==> src/rtl/ptw_pkg.sv <==
package ptw_pkg;
  localparam int unsigned PERM_R_BIT = 2;
  localparam int unsigned PERM_W_BIT = 3;
  localparam int unsigned PERM_X_BIT = 4;
  localparam int unsigned DESC_VALID_BIT = 0;
  localparam int unsigned DESC_KIND_BIT  = 1;

  typedef enum logic [1:0] {
    DK_INVALID,
    DK_TABLE,
    DK_PAGE,
    DK_BAD
  } desc_kind_e;

  typedef struct packed {
    logic x;
    logic w;
    logic r;
  } perm_t;

  typedef enum logic [1:0] {
    ST_IDLE,
    ST_ISSUE,
    ST_WAIT
  } walk_state_e;
endpackage

==> src/rtl/ptw_idx_sel.sv <==
module ptw_idx_sel #(
  parameter int unsigned VA_W   = 48,
  parameter int unsigned LEVELS = 4,
  parameter int unsigned IDX_W  = 9,
  parameter int unsigned PG_OFS = 12,
  localparam int unsigned LVL_W = $clog2(LEVELS)
) (
  input  logic [VA_W-1:0]  va_i,
  input  logic [LVL_W-1:0] lvl_i,
  output logic [IDX_W-1:0] idx_o
);
  logic [IDX_W-1:0] idx_arr [LEVELS];

  // level 0 takes the highest slice
  for (genvar g = 0; g < LEVELS; g++) begin : g_slice
    assign idx_arr[g] = va_i[PG_OFS + (LEVELS-1-g)*IDX_W +: IDX_W];
  end

  assign idx_o = idx_arr[lvl_i];

  logic unused_ofs;
  assign unused_ofs = ^va_i[PG_OFS-1:0];
endmodule

==> src/rtl/ptw_desc_dec.sv <==
module ptw_desc_dec
  import ptw_pkg::*;
#(
  parameter int unsigned DESC_W = 64,
  parameter int unsigned PA_W   = 48,
  parameter int unsigned PG_OFS = 12,
  parameter int unsigned LEVELS = 4,
  localparam int unsigned LVL_W = $clog2(LEVELS),
  localparam int unsigned OA_W  = PA_W - PG_OFS
) (
  input  logic [DESC_W-1:0] desc_i,
  input  logic [LVL_W-1:0]  lvl_i,
  output desc_kind_e        kind_o,
  output logic [OA_W-1:0]   oa_o,
  output perm_t             perm_o
);
  logic last_lvl;
  assign last_lvl = (lvl_i == LVL_W'(LEVELS-1));

  always_comb begin
    if (!desc_i[DESC_VALID_BIT])     kind_o = DK_INVALID;
    else if (!desc_i[DESC_KIND_BIT]) kind_o = DK_BAD;
    else if (last_lvl)               kind_o = DK_PAGE;
    else                             kind_o = DK_TABLE;
  end

  assign oa_o     = desc_i[PA_W-1:PG_OFS];
  assign perm_o.r = desc_i[PERM_R_BIT];
  assign perm_o.w = desc_i[PERM_W_BIT];
  assign perm_o.x = desc_i[PERM_X_BIT];

  logic unused_bits;
  assign unused_bits = ^{desc_i[DESC_W-1:PA_W], desc_i[PG_OFS-1:PERM_X_BIT+1]};
endmodule

==> src/rtl/ptw_walker.sv <==
module ptw_walker
  import ptw_pkg::*;
#(
  parameter int unsigned VA_W   = 48,
  parameter int unsigned PA_W   = 48,
  parameter int unsigned DESC_W = 64,
  parameter int unsigned LEVELS = 4,
  parameter int unsigned IDX_W  = 9,
  parameter int unsigned PG_OFS = 12,
  parameter int unsigned VIN_W  = 64,
  localparam int unsigned LVL_W = $clog2(LEVELS),
  localparam int unsigned OA_W  = PA_W - PG_OFS,
  localparam int unsigned ENT_B = PG_OFS - IDX_W
) (
  input  logic              clk_i,
  input  logic              rst_ni,
  input  logic              req_valid_i,
  output logic              req_ready_o,
  input  logic [VIN_W-1:0]  req_va_i,
  input  logic [PA_W-1:0]   base_i,
  output logic              mem_req_o,
  output logic [PA_W-1:0]   mem_addr_o,
  input  logic              mem_rvalid_i,
  input  logic [DESC_W-1:0] mem_rdata_i,
  output logic              done_o,
  output logic              fault_o,
  output logic [LVL_W-1:0]  fault_lvl_o,
  output logic [PA_W-1:0]   pa_o,
  output logic              perm_r_o,
  output logic              perm_w_o,
  output logic              perm_x_o
);
  walk_state_e      state_q;
  logic [LVL_W-1:0] lvl_q;
  logic [VA_W-1:0]  va_q;
  logic [OA_W-1:0]  tbl_q;
  logic             done_q, fault_q;
  logic [LVL_W-1:0] flvl_q;
  logic [PA_W-1:0]  pa_q;
  perm_t            perm_q;

  logic [IDX_W-1:0] idx;
  desc_kind_e       kind;
  logic [OA_W-1:0]  oa;
  perm_t            leaf_perm;

  ptw_idx_sel #(
    .VA_W(VA_W), .LEVELS(LEVELS), .IDX_W(IDX_W), .PG_OFS(PG_OFS)
  ) u_idx (
    .va_i (va_q),
    .lvl_i(lvl_q),
    .idx_o(idx)
  );

  ptw_desc_dec #(
    .DESC_W(DESC_W), .PA_W(PA_W), .PG_OFS(PG_OFS), .LEVELS(LEVELS)
  ) u_dec (
    .desc_i(mem_rdata_i),
    .lvl_i (lvl_q),
    .kind_o(kind),
    .oa_o  (oa),
    .perm_o(leaf_perm)
  );

  always_ff @(posedge clk_i or negedge rst_ni) begin
    if (!rst_ni) begin
      state_q <= ST_IDLE;
      lvl_q   <= '0;
      va_q    <= '0;
      tbl_q   <= '0;
      done_q  <= 1'b0;
      fault_q <= 1'b0;
      flvl_q  <= '0;
      pa_q    <= '0;
      perm_q  <= '0;
    end else begin
      done_q <= 1'b0;
      unique case (state_q)
        ST_IDLE: begin
          if (req_valid_i) begin
            va_q    <= req_va_i[VA_W-1:0];
            tbl_q   <= base_i[PA_W-1:PG_OFS];
            lvl_q   <= '0;
            state_q <= ST_ISSUE;
          end
        end
        ST_ISSUE: state_q <= ST_WAIT;
        ST_WAIT: begin
          if (mem_rvalid_i) begin
            unique case (kind)
              DK_TABLE: begin
                tbl_q   <= oa;
                lvl_q   <= lvl_q + LVL_W'(1);
                state_q <= ST_ISSUE;
              end
              DK_PAGE: begin
                done_q  <= 1'b1;
                fault_q <= 1'b0;
                flvl_q  <= lvl_q;
                pa_q    <= {oa, va_q[PG_OFS-1:0]};
                perm_q  <= leaf_perm;
                state_q <= ST_IDLE;
              end
              default: begin
                done_q  <= 1'b1;
                fault_q <= 1'b1;
                flvl_q  <= lvl_q;
                pa_q    <= '0;
                perm_q  <= '0;
                state_q <= ST_IDLE;
              end
            endcase
          end
        end
        default: state_q <= ST_IDLE;
      endcase
    end
  end

  assign req_ready_o = (state_q == ST_IDLE);
  assign mem_req_o   = (state_q == ST_ISSUE);
  assign mem_addr_o  = {tbl_q, idx, {ENT_B{1'b0}}};
  assign done_o      = done_q;
  assign fault_o     = fault_q;
  assign fault_lvl_o = flvl_q;
  assign pa_o        = pa_q;
  assign perm_r_o    = perm_q.r;
  assign perm_w_o    = perm_q.w;
  assign perm_x_o    = perm_q.x;

  logic unused_in;
  assign unused_in = ^{req_va_i[VIN_W-1:VA_W], base_i[PG_OFS-1:0]};
endmodule

==> config.mk <==
export PLATFORM = sky130hd
export DESIGN_NAME = ptw_walker
export DESIGN_NICKNAME = d
export VERILOG_FILES = /design/src/rtl/ptw_pkg.sv /design/src/rtl/ptw_idx_sel.sv /design/src/rtl/ptw_desc_dec.sv /design/src/rtl/ptw_walker.sv
export SDC_FILE = /design/constraint.sdc
export NUM_CORES = 1
export LEC_CHECK = 0
export BUFFER_PORTS_ARGS = -buffer_cell sky130_fd_sc_hd__buf_2
export CAP_MARGIN = 20
export CORE_UTILIZATION = 46
export CTS_CLUSTER_SIZE = 14
export DETAILED_ROUTE_END_ITERATION = 10
export GPL_TIMING_DRIVEN = 0
export PLACE_DENSITY = 0.91
export RECOVER_POWER = 50
export SLEW_MARGIN = 10
export SYNTH_ARGS = -nofsm -noshare
export SYNTH_HDL_FRONTEND = slang
export SYNTH_SLANG_ARGS = --single-unit
==> constraint.sdc <==
create_clock -name clk_i -period 2.5 [get_ports clk_i]
set_input_delay 0.5 -clock clk_i [delete_from_list [all_inputs] [get_ports clk_i]]
set_output_delay 0.5 -clock clk_i [all_outputs]
set_load 0.005 [all_outputs]
## Word-level counts from Yosys, hierarchy flattened

Index checks and enable logic that the tools add are counted.

| operators by class | value |
|---|---|
| mux-type cells | 24 |
| equality and inequality tests | 8 |
| $add $sub $neg | 1 |
| reductions and logical operators | 6 |
| magnitude comparators | 1 |
| bitwise operators | 2 |

Operators by type and width:

| operator | number |
|---|---|
| 36-bit 2-to-1 mux | 3 |
| 48-bit case mux with 2 select lines | 1 |
| 36-bit case mux with 2 select lines | 1 |
| 9-bit binary-select mux with 2-bit select | 1 |
| 9-bit 2-to-1 mux | 2 |
| 2-bit 2-to-1 mux | 8 |
| 2-bit equality test, second input constant | 3 |
| 2-bit inequality test, second input constant | 3 |
| 2-bit case mux with 3 select lines | 1 |
| 3-bit case mux with 2 select lines | 1 |
| 2-bit by 1-bit equality test with 1-bit output, second input constant | 2 |
| 1-bit 2-to-1 mux | 4 |
| 2-bit case mux with 2 select lines | 1 |
| 2-bit AND reduction | 2 |
| 4-bit AND reduction | 1 |
| 3-bit greater-or-equal comparator, second input constant | 1 |
| 2-bit NOT with 3-bit output | 1 |
| 3-bit AND reduction | 1 |
| 2-bit by 1-bit adder with 2-bit output, second input constant | 1 |
| 2-bit logical NOT | 1 |
| 1-bit case mux with 2 select lines | 1 |
| 2-bit nonzero test | 1 |
| 1-bit NOT | 1 |

| storage, ports and cells | value |
|---|---|
| output and inout port bits | 105 |
| register bits after elaboration | 143 |

## Logic depth before layout (Yosys ltp)

Gate-level depths: netlist (run 1).

| logic depth | value |
|---|---|
| word-level depth | 8 |
| mapped depth | 6 |
| depth with buffers taken out | 4 |

## Cells and area by module

A second synthesis (run 1) with hierarchy kept.

| second synthesis, totals | value |
|---|---|
| cells, all modules | 526 |
| area, all modules | 6,135.9 µm² |

Modules (own cells, without submodules):

| module | area each (µm²) | cells each | times used | seq. area each (µm²) |
|---|---|---|---|---|
| ptw_walker | 5,601.6 | 472 | 1 | 3,578.4 |
| ptw_desc_dec | 315.3 | 43 | 1 | 0.0 |
| ptw_idx_sel | 219.0 | 11 | 1 | 0.0 |

## Least setup slack after synthesis (run 1)

No wires, ideal clock.

| path | value |
|---|---|
| path kind | flip-flop to flip-flop |
| start point | register lvl_q[0] |
| end point | register tbl_q[27] |
| path buffers | 2 |
| arrival time | 1.690 ns |
| cell stages (with the launch flop) | 7 |
| library setup time | 0.125 ns |
| slack | 0.685 ns |
| cell sequence | dfrtp_1 -> ha_1 -> nand3b_1 -> o21bai_1 -> buf_4 -> buf_6 -> mux2_2 |

| between the ends | value |
|---|---|
| cells in the longest elaborated chain, start to end | 7 |

Ends and longest elaborated chain:

| element | RTL line | RTL |
|---|---|---|
| start, declared | ptw_walker.sv:34 | `logic [LVL_W-1:0] lvl_q;` |
| start signal, assigned | ptw_walker.sv:93 | `lvl_q <= lvl_q + LVL_W'(1);` |
| 2-bit equality test | ptw_desc_dec.sv:18 | `assign last_lvl = (lvl_i == LVL_W'(LEVELS-1));` |
| 2-bit 2-to-1 mux | ptw_desc_dec.sv:23 | `else if (last_lvl) kind_o = DK_PAGE;` |
| 2-bit 2-to-1 mux | ptw_desc_dec.sv:22 | `else if (!desc_i[DESC_KIND_BIT]) kind_o = DK_BAD;` |
| 2-bit 2-to-1 mux | ptw_desc_dec.sv:21 | `if (!desc_i[DESC_VALID_BIT]) kind_o = DK_INVALID;` |
| 2-bit by 1-bit equality test with 1-bit output | ptw_walker.sv:90 | `unique case (kind)` |
| 2-bit inequality test (no source line) | - |  |
| 4-bit AND reduction (no source line) | - |  |
| end signal, assigned | ptw_walker.sv:82 | `tbl_q <= base_i[PA_W-1:PG_OFS];` |
| end, declared | ptw_walker.sv:36 | `logic [OA_W-1:0] tbl_q;` |

Every way passes these cells.
A chain may end at the register's enable or synchronous reset.

## Worst setup path after layout (run 1)

| path | value |
|---|---|
| start point | register lvl_q[0] |
| end point | output mem_addr_o[6] |

| between the ends | value |
|---|---|
| cells in the longest elaborated chain, start to end | 4 |

Ends and longest elaborated chain:

| element | RTL line | RTL |
|---|---|---|
| 2-bit NOT with 3-bit output (not written as such) | ptw_idx_sel.sv:19 | `assign idx_o = idx_arr[lvl_i];` |
| 9-bit binary-select mux with 2-bit select | ptw_idx_sel.sv:19 |  |
| 9-bit 2-to-1 mux (not written as such) (2 in series) | ptw_idx_sel.sv:19 |  |
| end, declared | ptw_walker.sv:22 | `output logic [PA_W-1:0] mem_addr_o,` |

Every way passes these cells. The select of a mux whose other input is x is not followed.

==> results of run 1 <==
-- cells by family (layout without fill, tap and decap cells) --
kind of cell | count (synthesis) | in the layout | share of synthesized area
flops | 143 | 143 | 0.602
mux | 133 | 133 | 0.269
compound gates | 54 | 54 | 0.0786
buf+inv | 32 | 295 | 0.0326
simple gates | 11 | 11 | 0.0147
fa+ha+maj | 1 | 1 | 0.00211
other cells | 1 | 4 | 0.000631
-- power by group --
group	switching (mW)	total, mW	internal, mW	leakage, nW
combinational	1.15	2.75	1.60	1.80
clock	0.954	3.16	2.20	0.361
sequential	0.429	3.52	3.09	1.79
-- layout by cell type, fill, tap and decap left out --
master      Yosys  final
clkbuf_1        1     30
diode_2         0      1
o21bai_1        1      1
a21oi_1         1      1
nand3_4         1      1
a21o_1          1      1
clkinvlp_4      0      1
conb_1          1      3
dfrtp_1       143    143
buf_6           4      4
inv_6           0      1
a22o_1         51     51
clkinv_2        0      1
clkbuf_16       0     17
nor3b_2         1      1
mux4_2          9      9
clkinv_4        0      2
mux2_1         19     19
inv_1           4      4
nor2_1          2      2
nand3_1         1      1
clkbuf_2        0      2
ha_1            1      1
mux2i_1         1      1
buf_16          0      1
buf_1           0      1
clkbuf_8        0      1
clkbuf_4        0      1
nor2b_1         2      3
buf_4           6      6
mux2_2        104    104
bufinv_16       0      9
nand2_1         1      1
nand3b_1        2      2
buf_2          17    214
-- final cells by class --
class / instances / area share
buffer: 28 / 0.0227
clock buffer: 18 / 0.0546
clock inverter: 14 / 0.0384
tap: 172 / 0.0267
multi-input combinational: 202 / 0.269
sequential: 143 / 0.445
timing repair buffer: 231 / 0.142
inverter: 4 / 0.00187
antenna: 1 / 0.000311
-- metal layers --
layer / global-route usage / vias to the layer above / share of wire
li1: - / 1887 / -
met1: 0.265 / 2157 / 0.40
met2: 0.394 / 155 / 0.53
met3: 0.0502 / 28 / 0.046
met4: 0.105 / 0 / 0.024
met5: 0 / - / 0
-- registers in the layout (all words and copies together) (netlist names) --
signal       count
va_q            48
lvl_q            2
perm_w_o         1
fault_o          1
pa_o            48
fault_lvl_o      2
tbl_q           36
done_o           1
state_q          2
perm_r_o         1
perm_x_o         1
-- stage by stage --
| step | hold WS, ps | power, mW |
|---|---|---|
| 2_1_floorplan | 204 | 5.25 |
| 3_3_place_gp | 468 | 6.18 |
| 3_5_place_dp | 456 | 6.38 |
| 4_1_cts | 7.88 | 9.57 |
| 5_1_grt | 307 | 9.91 |
| 6_report | 313 | 9.43 |
-- worst min-delay path by stage --
stage	cells past startpoint	startpoint	slack (ps)	to
CTS	1	rst_ni	8	va_q[27]
floorplan	0	rst_ni	200	done_o
finish	1	rst_ni	310	va_q[18]
global placement	1	va_q[6]	470	pa_o[6]
global route	2	req_va_i[9]	310	va_q[9]
detailed placement	1	rst_ni	460	va_q[36]
-- repair_timing --
| action | 4_1_cts | 5_1_grt |
|---|---|---|
| hold endpoints to repair | 0 | 0 |
| resized for setup | 0 | 3 |
| setup endpoints to repair | 0 | 6 |
==> impl_metrics.env, run 1 <==
export IMPL_outcome="finished, final reports clean"
export IMPL_via_per_inst=5.20
export IMPL_slowest_delay_ps=530
export IMPL_cts_made_buffers=17
export IMPL_dp_cells=780
export IMPL_yosysTopAreaCell="dfrtp_1"
export IMPL_nNetsFinal=808
export IMPL_ys_flop_type="dfrtp_1"
export IMPL_drv_slew=0
export IMPL_yosys_cell_types_count=24
export IMPL_worst_path_buf_inv=2
export IMPL_tightest_slew_ps=1180
export IMPL_cp_start_kind="flip-flop"
export IMPL_utilization=0.638
export IMPL_finalHoldViolCount=0
export IMPL_dr_pass1_iters=4
export IMPL_slew_headroom=0.215
export IMPL_cts_htree_levels=4
export IMPL_stdcell_count=813
export IMPL_drive_above_1_share=0.586
export IMPL_post_dp_cell_area_um2=7350
export IMPL_path_class="reg2out"
export IMPL_drt_wl_total_um=14500
export IMPL_antenna_left=0
export IMPL_cts_setup_buffers=0
export IMPL_critical_path_top_delay_family="multiplexers"
export IMPL_route_vias_total=4227
export IMPL_timing_final_crit_share=0.941
export IMPL_r2r_start="lvl_q[0]"
export IMPL_cts_max_path_buffers=2
export IMPL_synth_edf_count=0
export IMPL_ys_seq_area_frac=0.602
export IMPL_hold_buffers=0
export IMPL_ys_top_cells_by_count="dfrtp_1 (143), mux2_2 (104), a22o_1 (51)"
export IMPL_die_area_um2=13400
export IMPL_clkSinkCount=143
export IMPL_grtUsageTotal=0.225
export IMPL_critPathRequiredTime_ps=2000
export IMPL_core_rowCount=41
export IMPL_syn_to_final_growth_pct=35.5
export IMPL_syn_area_per_cell_um2=15.8
export IMPL_gp_congestion=0.743
export IMPL_overflow=0
export IMPL_start_util=0.471
export IMPL_synth_area_top_cells="dfrtp_1 (60%), mux2_2 (20%), a22o_1 (7.5%)"
export IMPL_nFillCells=967
export IMPL_final_area_um2=8050
export IMPL_grt_pass1_wl_um=22600
export IMPL_p_leak_nw=3.96
export IMPL_netlist_area_um2=5940
export IMPL_final_seq_area_um2=3580
export IMPL_cts_clk_slew_worst_paths_ps=60
export IMPL_multi_input_area_um2=2170
export IMPL_cap_viol_max_count=0
export IMPL_grt_start_max_net_pins=98
export IMPL_io_buffers=230
export IMPL_wl_per_cell_um=17.8
export IMPL_r2r_slack_ps=380
export IMPL_cts_root_buf="clkbuf_16"
export IMPL_critPathCaptureType="output port"
export IMPL_first_iter_violations=194
export IMPL_power_density_nw_per_um2=1170
export IMPL_ys_warn_count=0
export IMPL_antenna_found_initial=1
export IMPL_pre_cts_slack_ps=367
export IMPL_hpwl_um=10700
export IMPL_ioPinCount=285
export IMPL_rr_endpoint="tbl_q[33]"
export IMPL_drcViolationCount=0
export IMPL_setup_ws_ps=148
export IMPL_slowest_stage="mux4_2"
export IMPL_final_setup_tns_ps=0
export IMPL_crit_chain="clkbuf_4, mux4_2, buf_2"
export IMPL_reg2reg_depth=6
export IMPL_max_freq_ghz=0.425
export IMPL_die_w_um=116
export IMPL_ys_ff_latch=143
export IMPL_die_height_um=116
export IMPL_skew_ps=3.88
export IMPL_grt_setup_unrepaired="no"
export IMPL_layout_min_cycle_time_ps=2350
export IMPL_endpoint="mem_addr_o[6]"
export IMPL_critPathMaxFanout=10
export IMPL_cp_depth=3
export IMPL_irDropWorstVdd_mv=0.595
export IMPL_async_flop_share=1.00
export IMPL_synth_top_area_frac=0.602
export IMPL_cp_arrival_ps=1850
export IMPL_cts_tree="done"
export IMPL_core_area_um2=12600
export IMPL_startpoint="lvl_q[0]"
export IMPL_syn_instance_count=375
export IMPL_hp_class="in2async"
export IMPL_setup_violations_final=0
export IMPL_synth_most_common_cell="dfrtp_1"
export IMPL_grt_pass1_vias=4495
export IMPL_insertion_delay_ps=410
No activity file was read; power rests on OpenSTA's default activity.
==> run 2, diff against run 1 <==
--- a/config.mk
+++ b/config.mk
@@ -5,6 +5,7 @@
 export SDC_FILE = /design/constraint.sdc
 export NUM_CORES = 1
 export LEC_CHECK = 0
+export ABC_CLOCK_PERIOD_IN_PS = 2500
 export BUFFER_PORTS_ARGS = -buffer_cell sky130_fd_sc_hd__buf_2
 export CAP_MARGIN = 20
 export CORE_UTILIZATION = 46
@@ -13,6 +14,7 @@
 export GPL_TIMING_DRIVEN = 0
 export PLACE_DENSITY = 0.91
 export RECOVER_POWER = 50
+export REMOVE_ABC_BUFFERS = 1
 export SLEW_MARGIN = 10
 export SYNTH_ARGS = -nofsm -noshare
 export SYNTH_HDL_FRONTEND = slang
==> run 2 against run 1 <==
  * The flow now finishes with violations (capacitance limit, slew limit)
  * Setup slack improved by 41 ps
  * Count of clock-buffer cells in the layout increased by 6
  * Final cell count decreased by 2.7%
  * Flip-flop and latch count unchanged
  * Utilization decreased by 0.94 points
  * Total power decreased by 4.0%
  * Cell area decreased by 1.5%
  * Critical endpoint is now tbl_q[34]
==> impl_metrics.env, run 2 (synthesis gave the netlist of run 1 again) <==
export IMPL_grt_start_max_net_pins=88
export IMPL_critPathMaxFanout=30
export IMPL_wl_per_cell_um=18.2
export IMPL_violations="capacitance limit, slew limit"
export IMPL_cts_clk_slew_worst_paths_ps=60
export IMPL_max_freq_ghz=0.433
export IMPL_insertedDiodeCount=0
export IMPL_p_switching_mw=2.50
export IMPL_final_common_cell="buf_2"
export IMPL_skew_ps=7.45
export IMPL_combPwrFrac=0.299
export IMPL_most_common_layout_cells="buf_2 (203), dfrtp_1 (141), mux2_2 (104)"
export IMPL_clkSinkCount=143
export IMPL_r2r_slack_ps=190
export IMPL_p_leak_nw=3.85
export IMPL_swShare=0.276
export IMPL_core_rowCount=41
export IMPL_die_area_um2=13400
export IMPL_min_delay_path_depth=2
export IMPL_nFillCells=945
export IMPL_die_height_um=116
export IMPL_grtUsageTotal=0.222
export IMPL_timing_final_crit_share=0.924
export IMPL_cts_tree="done"
export IMPL_drcViolationCount=0
export IMPL_grt_pass1_wl_um=22100
export IMPL_finalHoldWorstSlack_ps=305
export IMPL_io_buffers=230
export IMPL_r2r_start="lvl_q[0]"
export IMPL_syn_to_final_growth_pct=33.5
export IMPL_drv_slew=87
export IMPL_tightest_slew_ps=2150
export IMPL_cts_htree_levels=4
export IMPL_drt_wl_total_um=14400
export IMPL_layout_min_cycle_time_ps=2310
export IMPL_antenna_left=0
export IMPL_reg2reg_depth=5
export IMPL_path_class="reg2reg"
export IMPL_finalHoldViolCount=0
export IMPL_critPathCaptureType="flip-flop"
export IMPL_cts_made_buffers=17
export IMPL_core_area_um2=12600
export IMPL_antenna_found_initial=0
export IMPL_start_util=0.471
export IMPL_cp_start_kind="flip-flop"
export IMPL_internal_power_mw=6.55
export IMPL_setup_violations_final=0
export IMPL_critPathRequiredTime_ps=2790
export IMPL_drive_above_1_share=0.580
export IMPL_gp_congestion=0.754
export IMPL_hold_buffers=0
export IMPL_hold_path_startpoint="mem_rdata_i[4]"
export IMPL_finalPower_mw=9.05
export IMPL_rr_endpoint="tbl_q[34]"
export IMPL_p_clk_frac=0.305
export IMPL_cts_root_buf="clkbuf_16"
export IMPL_cts_max_path_buffers=2
export IMPL_irDropWorstVdd_mv=0.617
export IMPL_nNetsFinal=787
export IMPL_first_iter_violations=227
export IMPL_startpoint="lvl_q[0]"
export IMPL_ioPinCount=285
export IMPL_dr_pass1_iters=4
export IMPL_worstHoldEndpoint="perm_x_o"
export IMPL_grt_pass1_vias=4479
export IMPL_cap_viol_max_count=1
export IMPL_die_w_um=116
export IMPL_route_vias_total=4175
export IMPL_outcome="finished, violations left"
export IMPL_via_per_inst=5.28
export IMPL_hp_class="in2reg"
export IMPL_slew_headroom=-0.431
export IMPL_cp_arrival_ps=2600
export IMPL_grt_setup_unrepaired="no"
export IMPL_insertion_delay_ps=420
export IMPL_power_density_nw_per_um2=1140
export IMPL_overflow=0
export IMPL_p_seq_frac=0.396
export IMPL_hpwl_um=10300
==> run 2: changes by cell type in the layout (fill, tap and decap cells not counted), moves of 4 or more <==
cell and delta:
bufinv_16 -4, buf_6 -4, buf_4 -4, buf_2 -11
==> run 2: worst max-delay path, stage by stage (launching register included) <==
cell and delay (ps):
dfrtp_2 550, ha_1 270, nand3b_1 260, o21bai_4 440, buf_12 260, mux2_2 360
==> run 2: final cells by class <==
cell class / count / area (um2) / share of cell area
Timing Repair Buffer: 238 / 1270 / 0.160
Tap cell: 172 / 215 / 0.0271
Sequential cell: 143 / 3580 / 0.451
Clock buffer: 24 / 472 / 0.0595
Clock inverter: 8 / 176 / 0.0222
Multi-Input combinational cell: 202 / 2200 / 0.277
Inverter: 4 / 15.0 / 0.00189
==> run 2: per-layer routing <==
metal  global-route usage  vias to the layer above  wire length, um
met5                    0                        -                0
met4               0.0863                        0              244
met3               0.0753                       22             1030
met2                0.392                      178             7410
met1                0.247                     2129             5680
li1                     -                     1846                -
==> run 2: through the flow <==
step | TNS, ps | cell area [um2] | utilization | worst slack, ps | std cells
final | 0 | 7930 | 0.628 | 189 | 791
after global routing | 0 | 7930 | 0.628 | 51.0 | 791
after CTS | 0 | 7970 | 0.631 | 83.3 | 791
after detailed placement | -2370 | 7300 | 0.579 | -85.3 | 757
after global placement | -396020 | 7140 | 0.565 | -3050 | 751
after floorplan | -108390 | 5770 | - | -1650 | 349
==> run 2: worst max-delay path by stage <==
stage                           end  depth (start not counted)  slack (ps)
after floorplan            lvl_q[0]                          3       -1650
after global placement    tbl_q[19]                          4       -3050
after detailed placement  tbl_q[34]                          5         -90
after CTS                 tbl_q[17]                          5          80
after global routing      tbl_q[17]                          5          50
final                     tbl_q[34]                          5         190
==> run 2: power by group through the flow <==
| stage | sequential (mW) | combinational, mW | clock [mW] |
|---|---|---|---|
| after floorplan | 3.51 | 1.64 | 0 |
| after global placement | 3.52 | 2.54 | 0 |
| after detailed placement | 3.62 | 2.74 | 0 |
| after CTS | 3.59 | 2.77 | 2.81 |
| after global routing | 3.69 | 2.93 | 2.91 |
| final | 3.59 | 2.70 | 2.76 |
==> run 2: timing repair <==
item | CTS | global route
setup endpoints to repair | 57 | 1
resized for setup | 1 | 1
pin swaps | 2 | 1
buffers inserted | 2 | 0
